File: src/rtl/omd_pkg.sv
// Package: shared widths, encodings and the packed status word of the
// operating mode decoder. Assumes a two-bit privilege level.
package omd_pkg;
    localparam int CPL_W  = 2;
    localparam int SIZE_W = 2;
    localparam int SUB_W  = 3;

    typedef enum logic [0:0] {MODE_LEGACY = 1'b0, MODE_LONG = 1'b1} mode_e;

    typedef enum logic [SUB_W-1:0] {
        SUB_REAL   = 3'd0,
        SUB_V86    = 3'd1,
        SUB_PROT   = 3'd2,
        SUB_COMPAT = 3'd3,
        SUB_64     = 3'd4
    } submode_e;

    localparam logic [SIZE_W-1:0] SZ_16 = 2'd1;
    localparam logic [SIZE_W-1:0] SZ_32 = 2'd2;
    localparam logic [SIZE_W-1:0] SZ_64 = 2'd3;

    typedef struct packed {
        mode_e             mode;
        submode_e          submode;
        logic [CPL_W-1:0]  cpl;
        logic              paging;
        logic              prot;
        logic [SIZE_W-1:0] def_op;
        logic [SIZE_W-1:0] alt_op;
        logic [SIZE_W-1:0] def_addr;
        logic [SIZE_W-1:0] alt_addr;
        logic [SIZE_W-1:0] stack_sz;
    } status_t;

    localparam status_t STATUS_RESET = '{
        mode: MODE_LEGACY, submode: SUB_REAL, cpl: '0, paging: 1'b0,
        prot: 1'b0, def_op: SZ_16, alt_op: SZ_16, def_addr: SZ_16,
        alt_addr: SZ_16, stack_sz: SZ_16};
endpackage

File: src/rtl/omd_submode_sel.sv
// Classifies the operating mode and submode from the long-mode-active,
// protection, virtual-8086 and code-segment 64-bit bits. Pure
// combinational; assumes all inputs are known when they are sampled.
module omd_submode_sel
    import omd_pkg::*;
(
    input  logic     lma,
    input  logic     pe,
    input  logic     vm,
    input  logic     cs_long,
    output mode_e    mode,
    output submode_e submode
);
    // Long-mode branch first, legacy branch by protection and VM.
    always_comb begin
        if (lma) begin
            mode    = MODE_LONG;
            submode = cs_long ? SUB_64 : SUB_COMPAT;
        end else begin
            mode = MODE_LEGACY;
            if (!pe)     submode = SUB_REAL;
            else if (vm) submode = SUB_V86;
            else         submode = SUB_PROT;
        end
    end
endmodule

File: src/rtl/omd_size_sel.sv
// Chooses the operand, address and stack size codes from the submode and
// the two segment default-size bits. Address and stack follow their own
// precedence: 64-bit submode wins, then the relevant default-size bit.
module omd_size_sel
    import omd_pkg::*;
(
    input  submode_e          submode,
    input  logic              cs_db,
    input  logic              ss_db,
    output logic [SIZE_W-1:0] def_op,
    output logic [SIZE_W-1:0] alt_op,
    output logic [SIZE_W-1:0] def_addr,
    output logic [SIZE_W-1:0] alt_addr,
    output logic [SIZE_W-1:0] stack_sz
);
    logic is64;
    assign is64 = (submode == SUB_64);

    // Operand size: 32-bit default in 64-bit submode or wide code segment.
    always_comb begin
        if (is64 || cs_db) begin
            def_op = SZ_32;
            alt_op = SZ_16;
        end else begin
            def_op = SZ_16;
            alt_op = SZ_32;
        end
    end

    // Address size: 64-bit submode first, then code-segment size bit.
    always_comb begin
        if (is64) begin
            def_addr = SZ_64;
            alt_addr = SZ_32;
        end else if (cs_db) begin
            def_addr = SZ_32;
            alt_addr = SZ_16;
        end else begin
            def_addr = SZ_16;
            alt_addr = SZ_32;
        end
    end

    // Stack size: 64-bit submode first, then stack-segment size bit.
    always_comb begin
        if (is64)       stack_sz = SZ_64;
        else if (ss_db) stack_sz = SZ_32;
        else            stack_sz = SZ_16;
    end
endmodule

File: src/rtl/omd_status_reg.sv
// Holds the status word. Loads the next value on the strobe and clears
// to the reset value under synchronous active-low reset.
module omd_status_reg
    import omd_pkg::*;
(
    input  logic    clk,
    input  logic    rst_n,
    input  logic    upd,
    input  status_t d,
    output status_t q
);
    // Register with reset priority over the strobe.
    always_ff @(posedge clk) begin
        if (!rst_n)   q <= STATUS_RESET;
        else if (upd) q <= d;
    end

    // without a strobe the word holds.
    assert_hold_no_upd_R2: assert property (@(posedge clk) disable iff (!rst_n)
        !upd |=> $stable(q));

    // with a strobe the word follows the computed value.
    assert_load_on_upd_R2: assert property (@(posedge clk) disable iff (!rst_n)
        upd |=> (q == $past(d)));
endmodule

File: src/rtl/omd_mode_decoder.sv
// Top of the operating mode decoder. Combines the mode classifier and the
// size selector into a status word, registers it on the update strobe,
// and breaks it out onto ports. Assumes inputs are known on strobe edges.
module omd_mode_decoder
    import omd_pkg::*;
(
    input  logic              clk,
    input  logic              rst_n,
    input  logic              upd,
    input  logic              lma,
    input  logic              pe,
    input  logic              pg,
    input  logic              cs_long,
    input  logic              cs_db,
    input  logic [CPL_W-1:0]  cs_dpl,
    input  logic              ss_db,
    input  logic              vm,
    output logic              mode,
    output logic [SUB_W-1:0]  submode,
    output logic [CPL_W-1:0]  cpl,
    output logic              paging,
    output logic              prot,
    output logic [SIZE_W-1:0] def_op,
    output logic [SIZE_W-1:0] alt_op,
    output logic [SIZE_W-1:0] def_addr,
    output logic [SIZE_W-1:0] alt_addr,
    output logic [SIZE_W-1:0] stack_sz
);
    mode_e    nx_mode;
    submode_e nx_sub;
    status_t  nx_word;
    status_t  word_q;
    logic [SIZE_W-1:0] nx_def_op, nx_alt_op, nx_def_addr, nx_alt_addr, nx_stack;

    omd_submode_sel u_mode (
        .lma(lma), .pe(pe), .vm(vm), .cs_long(cs_long),
        .mode(nx_mode), .submode(nx_sub)
    );

    omd_size_sel u_size (
        .submode(nx_sub), .cs_db(cs_db), .ss_db(ss_db),
        .def_op(nx_def_op), .alt_op(nx_alt_op),
        .def_addr(nx_def_addr), .alt_addr(nx_alt_addr), .stack_sz(nx_stack)
    );

    // Assemble the next status word from both selectors and direct copies.
    always_comb begin
        nx_word.mode     = nx_mode;
        nx_word.submode  = nx_sub;
        nx_word.cpl      = cs_dpl;
        nx_word.paging   = pg;
        nx_word.prot     = pe;
        nx_word.def_op   = nx_def_op;
        nx_word.alt_op   = nx_alt_op;
        nx_word.def_addr = nx_def_addr;
        nx_word.alt_addr = nx_alt_addr;
        nx_word.stack_sz = nx_stack;
    end

    omd_status_reg u_reg (
        .clk(clk), .rst_n(rst_n), .upd(upd), .d(nx_word), .q(word_q)
    );

    // Break the held word out onto the ports.
    always_comb begin
        mode     = word_q.mode;
        submode  = word_q.submode;
        cpl      = word_q.cpl;
        paging   = word_q.paging;
        prot     = word_q.prot;
        def_op   = word_q.def_op;
        alt_op   = word_q.alt_op;
        def_addr = word_q.def_addr;
        alt_addr = word_q.alt_addr;
        stack_sz = word_q.stack_sz;
    end

    // reset yields the real-mode, all-16-bit word.
    assert_reset_word_R1: assert property (@(posedge clk)
        !rst_n |=> (word_q == STATUS_RESET));

    // long mode with the 64-bit code attribute gives the 64-bit submode.
    assert_long_sub_R3: assert property (@(posedge clk) disable iff (!rst_n)
        (upd && lma) |=> (mode == 1'b1) && (submode == ($past(cs_long) ? 3'd4 : 3'd3)));

    // legacy submodes never exceed protected.
    assert_legacy_sub_R4: assert property (@(posedge clk) disable iff (!rst_n)
        (mode == 1'b0) |-> (submode <= 3'd2));

    // privilege and flags follow their sources on a strobe.
    assert_copy_fields_R5: assert property (@(posedge clk) disable iff (!rst_n)
        upd |=> (cpl == $past(cs_dpl)) && (paging == $past(pg)) && (prot == $past(pe)));

    // a 64-bit stack exactly in the 64-bit submode.
    assert_stack64_R8: assert property (@(posedge clk) disable iff (!rst_n)
        (stack_sz == 2'd3) == (submode == 3'd4));

    // no size code is ever zero.
    assert_no_zero_size_R9: assert property (@(posedge clk) disable iff (!rst_n)
        (def_op != 0) && (alt_op != 0) && (def_addr != 0) && (alt_addr != 0) && (stack_sz != 0));
endmodule

File: config.mk
export PLATFORM = sky130hd
export DESIGN_NAME = omd_mode_decoder
export DESIGN_NICKNAME = d
export VERILOG_FILES = /design/src/rtl/omd_pkg.sv /design/src/rtl/omd_submode_sel.sv /design/src/rtl/omd_size_sel.sv /design/src/rtl/omd_status_reg.sv /design/src/rtl/omd_mode_decoder.sv
export SDC_FILE = /design/constraint.sdc
export NUM_CORES = 1
export LEC_CHECK = 0
export ABC_AREA = 1
export BUFFER_PORTS_ARGS = -buffer_cell sky130_fd_sc_hd__clkbuf_2
export CORE_MARGIN = 2
export CORE_UTILIZATION = 39
export CTS_CLUSTER_SIZE = 20
export DETAILED_ROUTE_END_ITERATION = 6
export PLACE_DENSITY = 0.71
export SETUP_SLACK_MARGIN = 0.02
export SLEW_MARGIN = 20
export SYNTH_ARGS = -nofsm -noshare
export SYNTH_HDL_FRONTEND = slang
export SYNTH_SLANG_ARGS = --single-unit
File: constraint.sdc
create_clock -name clk -period 0.8 [get_ports clk]
set_input_delay 0 -clock clk [delete_from_list [all_inputs] [get_ports clk]]
set_output_delay 0 -clock clk [all_outputs]
set_load 0.1 [all_outputs]
==> run summary <==
status -> finished, violations left
failing checks -> negative setup slack
worst skew pair latency -> 280 ps
CTS H-Tree Depth -> 1
pin count of the biggest net entering global routing -> 13
flops & latches, synth -> 17
gr usage total -> 0.185
met1 usage -> 0.210
DR vias/cell -> 5.02
clock slew at reported path FFs -> 90 ps
final setup fails -> 18
crit-path cells -> buf_12
initial antenna violation count -> 0
CP bufs+invs -> 1
residual DRC count -> 0
Final Skew -> 0 ps
Die Y -> 45.3 um
period utilization -> 1.06
setup ws final -> -45.9 ps
max incr delay on CP -> 390 ps
RSZ-0062 raised after global routing -> yes
Rows -> 14
IO Port Bufs -> 29
Post-Synthesis Cells -> 86
Synth top area share -> 0.511
number of global-route vias before repair -> 668
non-filler cells, final -> 137
first-pass GRT wire length -> 2730 um
wire length per cell -> 11.9 um
Root Driver -> clkbuf_4
Leakage -> 0.561 nW
Vias -> 688
Post-Route WL -> 1640 um
Slew headroom -> 0.847
ratio of cells with drive above 1 in the final layout -> 0.463
met2 Resource Use GR -> 0.334
GR Overflow Total -> 0
pwr/cell area -> 1900 mW/mm2
fin util -> 0.775
Worst EP required -> 800 ps
area leader, netlist -> dfxtp_1
Max Freq -> 1.18 GHz
CP Data Arrival Time -> 850 ps
critical path class -> register to output port
CP max stage cell -> dfxtp_4
pre-CTS setup slack -> 44.5 ps
top cells by area, synth -> dfxtp_1, nor2_1, nand2_1
core area -> 0.00156 mm2
mean post-synth cell area -> 7.74 um2
max reg flops -> 17
cts bufs inserted -> 3
largest reg by FF count -> u_reg.q
register area share after synthesis -> 0.511
Hold Path Class -> input pin to register
Syn Nets -> 98
Post-Syn Area -> 666 um2
Top Registers -> u_reg.q: 17 flops
worst r2r dst -> u_reg.q[0]
post-route ant nets -> 0
Reg2Reg Setup Slack -> 30 ps
total stage count of the critical path -> 1
FF+latch area -> 404 um2
launching point of the worst reg2reg path -> u_reg.q[0]
Setup crit end kind -> output port
Crit Path Max Fanout -> 3
Horiz. Die Dim -> 45.3 um
Clock Tree Buf Depth -> 2
peak supply drop -> 0.00115 V
Worst Tran Pin Value -> 230 ps
met3 usage -> 0.0280
number of nets in the layout -> 134
Worst Setup SP -> u_reg.q[5]
Diodes inserted -> 0
Initial Utilization -> 0.427
final hold slack -> 8.97 ps
DRT iter0 DRCs -> 19
Inst Count DP -> 128
die area -> 0.00205 mm2
R2R cell count -> 3
HPWL Detailed -> 1270 um
fill cell count -> 105
Fin. Hold Viols -> 0
CP top delay family -> flip-flops
min Tclk post-route -> 846 ps
1st-pass router iterations -> 4
num ports -> 30
Critical Path Sink -> def_op[1]
CTS tree -> yes
CP startpoint kind -> register
most frequent cells in the layout -> nor2_1, nand2_1, buf_12
most common cell after layout, fill and taps aside -> nor2_1
gr busiest metal -> met2
unique cell type count in the Yosys netlist -> 16
Multi-input gate area -> 250 um2
Pins Over Slew Limit -> 0
GP Congestion -> 0.778
area grow syn2layout -> 81.6%
number of max-cap violations -> 0
synthesis warning total -> 0
clk sink count -> 17
==> repair_timing <==
action                                  CTS  global route
endpoints found under the setup margin   18            19
pin swaps                                 1             1
buffers inserted                          2             0
endpoints found under the hold margin     3             0
gates resized for setup                   0             1
hold buffers                              3             0
==> cells by family after synthesis <==
family,Yosys count,synth area share
buf+inv,12,0.113
flops,17,0.511
simple gates,45,0.276
compound gates,12,0.0996
==> worst min path at each step <==
stage                from          end  cells past startpoint
detailed placement     pg  u_reg.q[11]                      3
global route          lma  u_reg.q[17]                      3
floorplan           rst_n   u_reg.q[1]                      2
finish                 vm  u_reg.q[15]                      4
global placement       pg  u_reg.q[11]                      3
CTS                 rst_n   u_reg.q[8]                      2
==> where the power goes <==
group	total, mW	internal, mW	switching [mW]
registers	0.955	0.890	0.0646
clock network	0.436	0.193	0.243
logic	0.903	0.320	0.583
total	2.29	1.40	0.890
==> cell type report <==
type,instances,share of cell area
timing repair buffer,36,0.396
clock buffer,4,0.0217
inverter,7,0.0238
sequential,17,0.334
tap,16,0.0166
multi-input combinational,57,0.207
==> cell usage after synthesis, drive strengths merged <==
master	number
nand2	19
nand3	5
nand3b	1
buf	5
o21ai	7
o211ai	1
nand4	1
dfxtp	17
nor2	19
a21oi	4
inv	7
==> per-layer routing <==
layer / part of all wire / routed length (um)
met1: 0.43 / 709
met2: 0.50 / 811
met5: 0 / 0
met4: 0.017 / 28
met3: 0.053 / 87
==> through the flow <==
stage	area, um2	TNS [ps]	total power [mW]
after floorplan	729	-86.9	1.52
after global placement	1130	0	1.84
after detailed placement	1130	0	1.86
after CTS	1200	-435	2.31
after global routing	1210	-883	2.39
final	1210	-338	2.29
No activity file was read; power rests on OpenSTA's default activity.
